### config.mk
export PLATFORM = sky130hd
export DESIGN_NAME = tick_timer
export DESIGN_NICKNAME = d
export VERILOG_FILES = /design/src/rtl/tick_pkg.sv /design/src/rtl/tick_refsync.sv /design/src/rtl/tick_regs.sv /design/src/rtl/tick_counter.sv /design/src/rtl/tick_timer.sv
export SDC_FILE = /design/constraint.sdc
export NUM_CORES = 1
export LEC_CHECK = 0
export BUFFER_PORTS_ARGS = -buffer_cell sky130_fd_sc_hd__buf_2
export CORE_ASPECT_RATIO = 0.7
export CORE_UTILIZATION = 54
export CTS_CLUSTER_DIAMETER = 80
export DETAILED_ROUTE_END_ITERATION = 8
export GPL_TIMING_DRIVEN = 0
export PLACE_DENSITY = 0.87
export SETUP_SLACK_MARGIN = 0.5
export SLEW_MARGIN = 20
export SYNTH_ARGS = -nofsm -noshare
export SYNTH_HDL_FRONTEND = slang
export SYNTH_SLANG_ARGS = --single-unit
### constraint.sdc
create_clock -name clk -period 3.47 [get_ports clk]
set_input_delay 0.347 -clock clk [delete_from_list [all_inputs] [get_ports clk]]
set_output_delay 0.347 -clock clk [all_outputs]
set_load 0.01 [all_outputs]
### src/rtl/tick_pkg.sv
package tick_pkg;

  typedef enum logic [1:0] {
    SEL_CTRL,
    SEL_RELOAD,
    SEL_CURR,
    SEL_NONE
  } sel_e;

  localparam int BIT_ENA  = 0;
  localparam int BIT_TINT = 1;
  localparam int BIT_SRC  = 2;
  localparam int BIT_FLAG = 16;

  localparam logic [7:0] OFF_CTRL   = 8'h00;
  localparam logic [7:0] OFF_RELOAD = 8'h04;
  localparam logic [7:0] OFF_CURR   = 8'h08;

  typedef struct packed {
    logic src_core;
    logic tint;
    logic ena;
  } ctrl_t;

endpackage

### src/rtl/tick_refsync.sv
module tick_refsync #(
  parameter int SYNC_STAGES = 2
) (
  input  logic clk,
  input  logic rst_n,
  input  logic ref_in,
  output logic rise
);
  localparam int CHAIN_W = SYNC_STAGES + 1;

  logic [CHAIN_W-1:0] chain;

  always_ff @(posedge clk or negedge rst_n) begin
    if (!rst_n) chain[0] <= 1'b0;
    else        chain[0] <= ref_in;
  end

  for (genvar g = 1; g < CHAIN_W; g++) begin : g_stage
    always_ff @(posedge clk or negedge rst_n) begin
      if (!rst_n) chain[g] <= 1'b0;
      else        chain[g] <= chain[g-1];
    end
  end

  assign rise = chain[SYNC_STAGES-1] & ~chain[SYNC_STAGES];

  // a detected edge yields exactly one count-enable cycle
  assert_single_pulse_R10: assert property (@(posedge clk) disable iff (!rst_n)
    rise |=> !rise);

endmodule

### src/rtl/tick_regs.sv
module tick_regs
  import tick_pkg::*;
#(
  parameter int CNT_W  = 24,
  parameter int ADDR_W = 8
) (
  input  logic              clk,
  input  logic              rst_n,
  input  logic [ADDR_W-1:0] bus_addr,
  input  logic              bus_wr,
  input  logic              bus_rd,
  input  logic              bus_dbg,
  input  logic [31:0]       bus_wdata,
  input  logic              flag,
  input  logic [CNT_W-1:0]  cur,
  output ctrl_t             ctrl,
  output logic [CNT_W-1:0]  reload,
  output logic              cur_clr,
  output logic              flag_clr,
  output logic [31:0]       rdata
);
  sel_e sel;
  logic unused_wdata_hi;

  assign unused_wdata_hi = ^bus_wdata[31:CNT_W];

  always_comb begin
    if      (bus_addr == ADDR_W'(OFF_CTRL))   sel = SEL_CTRL;
    else if (bus_addr == ADDR_W'(OFF_RELOAD)) sel = SEL_RELOAD;
    else if (bus_addr == ADDR_W'(OFF_CURR))   sel = SEL_CURR;
    else                                      sel = SEL_NONE;
  end

  assign cur_clr  = bus_wr && (sel == SEL_CURR);
  assign flag_clr = bus_rd && !bus_dbg && (sel == SEL_CTRL);

  always_ff @(posedge clk or negedge rst_n) begin
    if (!rst_n) begin
      ctrl   <= '0;
      reload <= '0;
    end else if (bus_wr) begin
      if (sel == SEL_CTRL) begin
        ctrl.ena      <= bus_wdata[BIT_ENA];
        ctrl.tint     <= bus_wdata[BIT_TINT];
        ctrl.src_core <= bus_wdata[BIT_SRC];
      end
      if (sel == SEL_RELOAD) reload <= bus_wdata[CNT_W-1:0];
    end
  end

  always_comb begin
    rdata = '0;
    case (sel)
      SEL_CTRL: begin
        rdata[BIT_ENA]  = ctrl.ena;
        rdata[BIT_TINT] = ctrl.tint;
        rdata[BIT_SRC]  = ctrl.src_core;
        rdata[BIT_FLAG] = flag;
      end
      SEL_RELOAD: rdata = 32'(reload);
      SEL_CURR:   rdata = 32'(cur);
      default:    rdata = '0;
    endcase
  end

  // control fields change only through a control write
  assert_ctrl_hold_R2: assert property (@(posedge clk) disable iff (!rst_n)
    !(bus_wr && sel == SEL_CTRL) |=> $stable(ctrl));

endmodule

### src/rtl/tick_counter.sv
module tick_counter #(
  parameter int CNT_W = 24
) (
  input  logic             clk,
  input  logic             rst_n,
  input  logic             ena,
  input  logic             tint,
  input  logic             cnt_en,
  input  logic             halt,
  input  logic [CNT_W-1:0] reload,
  input  logic             cur_clr,
  input  logic             flag_clr,
  input  logic             ack,
  output logic [CNT_W-1:0] cur,
  output logic             flag,
  output logic             pend,
  output logic             tick_hit,
  output logic             load_evt
);
  localparam logic [CNT_W-1:0] ONE = CNT_W'(1);

  function automatic logic [CNT_W-1:0] next_count(input logic [CNT_W-1:0] c,
                                                  input logic [CNT_W-1:0] r);
    return (c == '0) ? r : c - ONE;
  endfunction

  logic step;

  assign step     = ena && cnt_en && !halt && !cur_clr;
  assign tick_hit = step && (cur == ONE);
  assign load_evt = step && (cur == '0);

  always_ff @(posedge clk or negedge rst_n) begin
    if (!rst_n) begin
      cur  <= '0;
      flag <= 1'b0;
      pend <= 1'b0;
    end else begin
      if (cur_clr)   cur <= '0;
      else if (step) cur <= next_count(cur, reload);

      if (tick_hit)                 flag <= 1'b1;
      else if (cur_clr || flag_clr) flag <= 1'b0;

      if (tick_hit && tint) pend <= 1'b1;
      else if (ack)         pend <= 1'b0;
    end
  end

  // the flag rises only on a step from one to zero
  assert_flag_on_zero_R5: assert property (@(posedge clk) disable iff (!rst_n)
    $rose(flag) |-> ($past(cur) == ONE && cur == '0));

  // the interrupt rises only with the tick interrupt enabled
  assert_pend_needs_tint_R5: assert property (@(posedge clk) disable iff (!rst_n)
    $rose(pend) |-> $past(tint));

  // a load from zero never sets the flag
  assert_load_no_flag_R11: assert property (@(posedge clk) disable iff (!rst_n)
    (load_evt && !flag) |=> !flag);

  // halt freezes the counter
  assert_halt_freeze_R9: assert property (@(posedge clk) disable iff (!rst_n)
    (halt && !cur_clr) |=> $stable(cur));

  // zero reload keeps the counter parked at zero
  assert_zero_reload_park_R8: assert property (@(posedge clk) disable iff (!rst_n)
    (cur == '0 && reload == '0) |=> (cur == '0));

  // clearing the current value is quiet
  assert_clear_quiet_R7: assert property (@(posedge clk) disable iff (!rst_n)
    cur_clr |=> (cur == '0 && !flag && !$rose(pend)));

  // the pend level holds until acknowledged
  assert_pend_hold_R12: assert property (@(posedge clk) disable iff (!rst_n)
    (pend && !ack) |=> pend);

endmodule

### src/rtl/tick_timer.sv
module tick_timer
  import tick_pkg::*;
#(
  parameter int CNT_W       = 24,
  parameter int ADDR_W      = 8,
  parameter int SYNC_STAGES = 2,
  parameter bit HAS_EXT_REF = 1'b1
) (
  input  logic              clk,
  input  logic              rst_n,
  input  logic [ADDR_W-1:0] bus_addr,
  input  logic              bus_wr,
  input  logic              bus_rd,
  input  logic              bus_dbg,
  input  logic [31:0]       bus_wdata,
  output logic [31:0]       bus_rdata,
  input  logic              halt,
  input  logic              ref_clk,
  input  logic              irq_ack,
  output logic              irq_pend
);
  ctrl_t            ctrl;
  logic [CNT_W-1:0] reload;
  logic [CNT_W-1:0] cur;
  logic             flag;
  logic             cur_clr;
  logic             flag_clr;
  logic             ref_rise;
  logic             cnt_en;
  logic             tick_hit;
  logic             load_evt;

  if (HAS_EXT_REF) begin : g_ext
    tick_refsync #(.SYNC_STAGES(SYNC_STAGES)) u_sync (
      .clk    (clk),
      .rst_n  (rst_n),
      .ref_in (ref_clk),
      .rise   (ref_rise)
    );
  end else begin : g_noext
    logic unused_ref;
    assign unused_ref = ref_clk;
    assign ref_rise   = 1'b0;
  end

  assign cnt_en = ctrl.src_core ? 1'b1 : ref_rise;

  tick_regs #(.CNT_W(CNT_W), .ADDR_W(ADDR_W)) u_regs (
    .clk       (clk),
    .rst_n     (rst_n),
    .bus_addr  (bus_addr),
    .bus_wr    (bus_wr),
    .bus_rd    (bus_rd),
    .bus_dbg   (bus_dbg),
    .bus_wdata (bus_wdata),
    .flag      (flag),
    .cur       (cur),
    .ctrl      (ctrl),
    .reload    (reload),
    .cur_clr   (cur_clr),
    .flag_clr  (flag_clr),
    .rdata     (bus_rdata)
  );

  tick_counter #(.CNT_W(CNT_W)) u_cnt (
    .clk      (clk),
    .rst_n    (rst_n),
    .ena      (ctrl.ena),
    .tint     (ctrl.tint),
    .cnt_en   (cnt_en),
    .halt     (halt),
    .reload   (reload),
    .cur_clr  (cur_clr),
    .flag_clr (flag_clr),
    .ack      (irq_ack),
    .cur      (cur),
    .flag     (flag),
    .pend     (irq_pend),
    .tick_hit (tick_hit),
    .load_evt (load_evt)
  );

  // with the external source, steps happen only on reference edges
  assert_ext_gate_R10: assert property (@(posedge clk) disable iff (!rst_n)
    (!ctrl.src_core && !ref_rise && !cur_clr) |=> $stable(cur));

endmodule

==> impl_metrics.py, run 1 <==
metrics = {
    "global_routing": {
        "grt_pass1_vias": 2964,
        "track_usage": 0.3290,
        "grt_max_degree": 57,
        "antenna_found_initial": 0,
        "grt_pass1_wl_um": 15730,
        "overflow": 0,
    },
    "setup_path": {
        "rrSetupSlack_ps": 600,
        "required_ps": 3660,
        "path_max_fanout": 10,
        "end_kind": "flop",
        "start_kind": "flop",
        "critPathKind": "flop to flop",
        "regToRegEndpoint": "u_cnt.cur[3]",
        "rr_worst_depth": 8,
        "reg2reg_from": "u_cnt.cur[8]",
        "arrival_ps": 3070,
    },
    "clock_tree": {
        "clockBufferDepth": 2,
        "hold_buffers": 0,
        "cts_root_buffer": "clkbuf_8",
        "tritoncts": "yes",
        "numCtsBuffers": 5,
        "cts_sinks": 56,
        "clkTransAtPathRegs_ps": 100,
        "cts_htree_levels": 2,
        "clk_latency_ps": 310,
        "cts_setup_buffers": 0,
    },
    "placement": {
        "dp_hpwl_um": 7346,
        "place.gp.congestion": 0.9354,
        "post-place-ws_ps": 449.4,
        "portBuffers": 64,
    },
    "sta": {
        "fin_ws_ps": 596.3,
        "skew_ps": 8.328,
        "fmax_mhz": 348.0,
        "relSlewSlack": 0.3586,
        "setup_tns_ps": 0,
        "rsz0062_at_grt": "false",
        "tightest_slew_ps": 953.2,
        "drv_slew": 0,
        "period_needed_ps": 2874,
        "hold_violations": 0,
        "setup_viol": 0,
        "period_share": 0.8282,
    },
    "layout": {
        "syn_to_final_growth_pct": 17.02,
        "num_antenna_cells": 0,
        "final_core_util": 0.6711,
        "nNetsFinal": 495,
        "final_cell_mix": "buf_2, dfrtp_1, nor2_1",
        "drive_gt1_frac": 0.2948,
        "final_common_cell": "buf_2",
    },
    "power_and_ir_drop": {
        "peakVddDrop_mv": 0.2950,
        "p_per_area_nw_per_um2": 329.3,
        "p_leak_nw": 1.884,
    },
    "floorplanning": {
        "fp.dieW_um": 96.38,
        "initial_utilization": 0.5735,
        "dieArea_sq_um": 6560,
        "fp-row-count": 23,
        "die_h_um": 68.07,
        "io_pins": 81,
        "fp.coreArea_sq_um": 5871,
    },
    "run_status": {
        "outcome": "finished, final reports clean",
    },
    "routing": {
        "wire_per_inst_um": 19.94,
        "drc": 0,
        "routed_wl_um": 10290,
        "first_iter_violations": 368,
        "viasPerCell": 6.461,
        "first_pass_iters": 6,
        "route.antenna.remaining_nets": 0,
        "dr_total_vias": 3334,
    },
    "synthesis": {
        "synthesis.area_sq_um": 3367,
        "ys_types": 47,
        "async_reset_ff_frac": 1.000,
        "synth_seq_area_share": 0.4162,
        "synth-edff-count": 0,
        "yosys_register_bits": 56,
        "yosysWarningCount": 0,
        "syn_inst": 362,
        "ys.flop_type": "dfrtp_1",
        "syn_area_per_cell_sq_um": 9.301,
    },
    "worst_hold_path": {
        "holdCritPathClass": "input pin to asynchronous set/reset pin",
    },
    "run": {
        "drv_cap": 0,
    },
}
kinds of logic (layout without fill, tap and decap cells):
logic type | count (synthesis) | count (layout) | synth area share
flops | 56 | 56 | 0.4162
compound gates | 92 | 92 | 0.1851
simple gates | 127 | 127 | 0.1940
mux | 37 | 37 | 0.1208
fa+ha+maj | 7 | 7 | 0.02601
buf+inv | 42 | 114 | 0.05686
other cells | 1 | 8 | 0.001114
critical path, cell delays in order, from the launching register on:
cell and delay, ps:
dfrtp_1 370, clkbuf_1 190, or4_1 510, clkbuf_1 220, nor3_4 370, nand3_2 290
clkbuf_1 380, o31ai_1 360, a21oi_1 70
metrics by stage:
stage / cell area (sq um) / instances / hold WS [ps] / power (mW)
after detailed placement: 3810 / 508 / 345.7 / 0.9199
after global routing: 3940 / 516 / 128.6 / 1.354
after floorplan: 3393 / 369 / 51.41 / 0.8372
after CTS: 3915 / 516 / 120.9 / 1.290
final: 3940 / 516 / 85.18 / 1.298
after global placement: 3807 / 508 / 334.5 / 0.9127
layout make-up:
| cell class | instances | area (sq um) |
|---|---|---|
| inverter | 6 | 22.52 |
| multi-input combinational | 271 | 1824 |
| sequential | 56 | 1401 |
| tap | 75 | 93.84 |
| timing repair buffer | 64 | 322.8 |
| fill | 497 | 1931 |
| clock buffer | 6 | 82.58 |
| clock inverter | 2 | 10.01 |
| buffer | 36 | 182.7 |
power breakdown:
| part | internal, mW | leakage (nW) | switching, mW | total, mW |
|---|---|---|---|---|
| clock | 0.160 | 0.0510 | 0.219 | 0.379 |
| sequential | 0.679 | 0.763 | 0.0242 | 0.703 |
| combinational | 0.0909 | 1.07 | 0.124 | 0.215 |
cells in the mapped netlist, drive strengths merged (3+ instances only):
cell type / n / area, sq um
nor4: 14 / 87.58
o21ai: 20 / 100.1
or2: 3 / 18.77
nor2: 37 / 138.9
a21oi: 14 / 70.07
a22oi: 21 / 157.7
a32o: 5 / 50.05
mux2: 29 / 326.6
nand2b: 4 / 25.02
a222oi: 4 / 40.04
a31oi: 5 / 31.28
o211ai: 5 / 37.54
dfrtp: 56 / 1401
ha: 7 / 87.58
inv: 6 / 22.52
nor3: 15 / 80.08
clkbuf: 25 / 95.09
nand3: 15 / 75.07
buf: 11 / 73.82
nand4: 3 / 18.77
nand2: 16 / 60.06
o22ai: 6 / 37.54
mux2i: 8 / 80.08
or3: 5 / 36.28
or4: 7 / 53.80
how the worst max path moves through the flow:
stage | start | endpoint | slack [ps] | cells past startpoint
finish | u_cnt.cur[8] | u_cnt.cur[3] | 600 | 8
global route | u_cnt.cur[8] | u_cnt.cur[3] | 500 | 8
CTS | u_cnt.cur[8] | u_cnt.cur[2] | 530 | 9
detailed placement | u_cnt.cur[4] | u_cnt.cur[17] | 450 | 6
global placement | u_cnt.cur[4] | u_cnt.cur[17] | 390 | 6
floorplan | u_cnt.cur[15] | u_cnt.cur[18] | 990 | 7
layer usage:
| metal | up-vias | share of wire | track usage |
|---|---|---|---|
| met3 | 16 | 0.11 | 0.07889 |
| li1 | 1508 | - | - |
| met5 | - | 0 | 0 |
| met2 | 217 | 0.44 | 0.5044 |
| met1 | 1593 | 0.45 | 0.4803 |
| met4 | 0 | 0.0091 | 0.05515 |
registers in the layout (all words and copies together), names as in the netlist:
register / flops
u_cnt.flag: 1
u_cnt.cur: 24
g_ext.u_sync.chain: 3
u_cnt.pend: 1
u_regs.reload: 24
u_regs.ctrl: 3
repair_timing:
| action | in CTS | in global routing |
|---|---|---|
| setup endpoints to repair | 10 | 34 |
| gates resized for setup | 3 | 17 |
| hold endpoints to repair | 0 | 0 |
| gates cloned | 0 | 0 |
(Power assumes the default switching activity.)
==> run 2, diff against run 1 <==
Clock period 3.47 ns to 2.7 ns, I/O delays scaled along.
==> impl_metrics.py, run 2 (same netlist as run 1, synthesis figures left out) <==
metrics = {
    "sta": {
        "fmax_mhz": 411.1,
        "setup_tns_ps": 0,
        "drv_slew": 0,
        "relSlewSlack": 0.5151,
        "holdWs_ps": 3.201,
        "rsz0062_at_grt": "true",
        "tightest_slew_ps": 727.3,
        "period_share": 0.9009,
        "setup_viol": 0,
        "skew_ps": 13.49,
        "period_needed_ps": 2432,
        "hold_violations": 0,
    },
    "layout": {
        "num_antenna_cells": 0,
        "final_cell_mix": "buf_2, dfrtp_1, nor2_1",
        "drive_gt1_frac": 0.4916,
        "final_core_util": 0.8237,
        "multi_input_area_sq_um": 2157,
        "nNetsFinal": 530,
        "syn_to_final_growth_pct": 43.63,
        "final_common_cell": "buf_2",
        "n_fill_cell": 356,
        "biggestRegsByFlops": "u_cnt.cur x24, u_regs.reload x24",
        "regArea_sq_um": 1409,
        "finalInstanceArea_sq_um": 4836,
    },
    "floorplanning": {
        "fp.dieW_um": 96.38,
        "initial_utilization": 0.5735,
        "fp-row-count": 23,
        "io_pins": 81,
        "die_h_um": 68.07,
        "fp.coreArea_sq_um": 5871,
        "dieArea_sq_um": 6560,
    },
    "clock_tree": {
        "tritoncts": "yes",
        "clkTransAtPathRegs_ps": 110,
        "cts_sinks": 56,
        "cts_htree_levels": 2,
        "clk_latency_ps": 320,
        "cts_root_buffer": "clkbuf_8",
        "numCtsBuffers": 5,
        "clockBufferDepth": 2,
    },
    "global_routing": {
        "grt_pass1_wl_um": 16810,
        "grt_max_degree": 57,
        "track_usage": 0.3511,
        "grt_pass1_vias": 3283,
        "antenna_found_initial": 0,
        "overflow": 0,
    },
    "routing": {
        "viasPerCell": 6.789,
        "drc": 0,
        "first_pass_iters": 6,
        "dr_total_vias": 3741,
        "route.antenna.remaining_nets": 0,
        "routed_wl_um": 12730,
        "wire_per_inst_um": 23.11,
        "first_iter_violations": 438,
    },
    "setup_path": {
        "crit_path_top_delay_cell": "or4_4",
        "rrSetupSlack_ps": 270,
        "startpoint": "u_cnt.cur[4]",
        "path_delay_family": "simple AND/OR/NAND/NOR gates",
        "arrival_ps": 2660,
        "required_ps": 2930,
        "path_max_fanout": 10,
        "crit_buf_inv": 3,
        "critPathKind": "flop to flop",
        "crit_chain": "buf_4 > or4_4 > nor3_4 > and3_4 > buf_12 > buf_8 > o21ai_0 > a21oi_1",
        "reg2reg_from": "u_cnt.cur[4]",
        "end_kind": "flop",
        "start_kind": "flop",
        "cpPeakStageDelay_ps": 550,
    },
    "worst_hold_path": {
        "holdCritPathClass": "input pin to asynchronous set/reset pin",
    },
    "run_status": {
        "outcome": "finished, final reports clean",
    },
    "power_and_ir_drop": {
        "total_power_mw": 1.897,
        "p_leak_nw": 2.231,
        "peakVddDrop_mv": 0.3369,
        "intPower_mw": 1.371,
        "combPwrFrac": 0.227,
        "switchingPower_mw": 0.5265,
        "sequentialPowerShare": 0.479,
        "p_per_area_nw_per_um2": 392.3,
        "switching_share": 0.2775,
        "p_clk_frac": 0.294,
    },
    "placement": {
        "dpl_cell_area_sq_um": 3869,
        "dp_hpwl_um": 7190,
        "place.gp.congestion": 0.9354,
        "portBuffers": 64,
    },
    "run": {
        "drv_cap": 0,
    },
}
[run 2: cell types whose count changed in the layout (fill, tap and decap cells not counted), moves of 6 or more]
cell and delta:
buf_8 +9, dfrtp_1 -6, clkbuf_1 -13, buf_4 +24, a22oi_1 -9, buf_6 +13, a22oi_2 +9, o21ai_0 -11
nor4_4 +8, nor4_1 -6, dfrtp_2 +6, o21ai_2 +7
[run 2: per-layer routing]
metal  global-route usage  up-vias  part of all wire  wire, um
met1               0.5014     1769              0.39      4939
met5                    0        -                 0         0
met2               0.5390      324              0.44      5623
met3              0.07222       68              0.13      1635
li1                     -     1580                 -         -
met4               0.1066        0             0.042       537
[run 2: path summary, 6_finish.rpt]
path | cells after the start | to
max reg2reg | 8 | u_cnt.cur[3]
max in group asynchronous | 1 | u_cnt.cur[16]
max | 8 | u_cnt.cur[3]
min in group clk | 1 | g_ext.u_sync.chain[0]
min reg2reg | 0 | g_ext.u_sync.chain[1]
min | 1 | u_regs.reload[9]
[run 2: what timing repair did]
action / in CTS / in global routing
resized for setup: 76 / 80
pin swaps: 16 / 33
hold buffers: 0 / 0
setup buffers: 18 / 11
endpoints found under the setup margin: 60 / 69
gates cloned: 2 / 4
[run 2: worst register-to-register path, stage by stage, from the launching register on]
cell,delay [ps]
dfrtp_1,380
buf_4,170
or4_4,550
nor3_4,360
and3_4,260
buf_12,140
buf_8,130
o21ai_0,140
a21oi_1,220
[run 2: power groups by stage]
stage / sequential [mW] / clock, mW / combinational, mW
3_3_place_gp: 0.916 / 0 / 0.269
4_1_cts: 0.902 / 0.560 / 0.356
6_report: 0.909 / 0.558 / 0.430
2_1_floorplan: 0.908 / 0 / 0.184
3_5_place_dp: 0.918 / 0 / 0.276
5_1_grt: 0.912 / 0.587 / 0.452
[run 2: area by class of cell]
cell class,instances,share of cell area
Timing Repair Buffer,99,0.1408
Inverter,6,0.005692
Buffer,36,0.07451
Clock buffer,6,0.01501
Multi-Input combinational cell,271,0.4461
Tap cell,75,0.01940
Clock inverter,2,0.007244
Sequential cell,56,0.2913
[run 2: stage by stage]
stage / worst slack, ps / instances
after floorplan: 319.5 / 369
after global placement: -51.50 / 508
after detailed placement: -90.18 / 508
after CTS: 265.2 / 536
after global routing: 253.7 / 551
final: 267.7 / 551
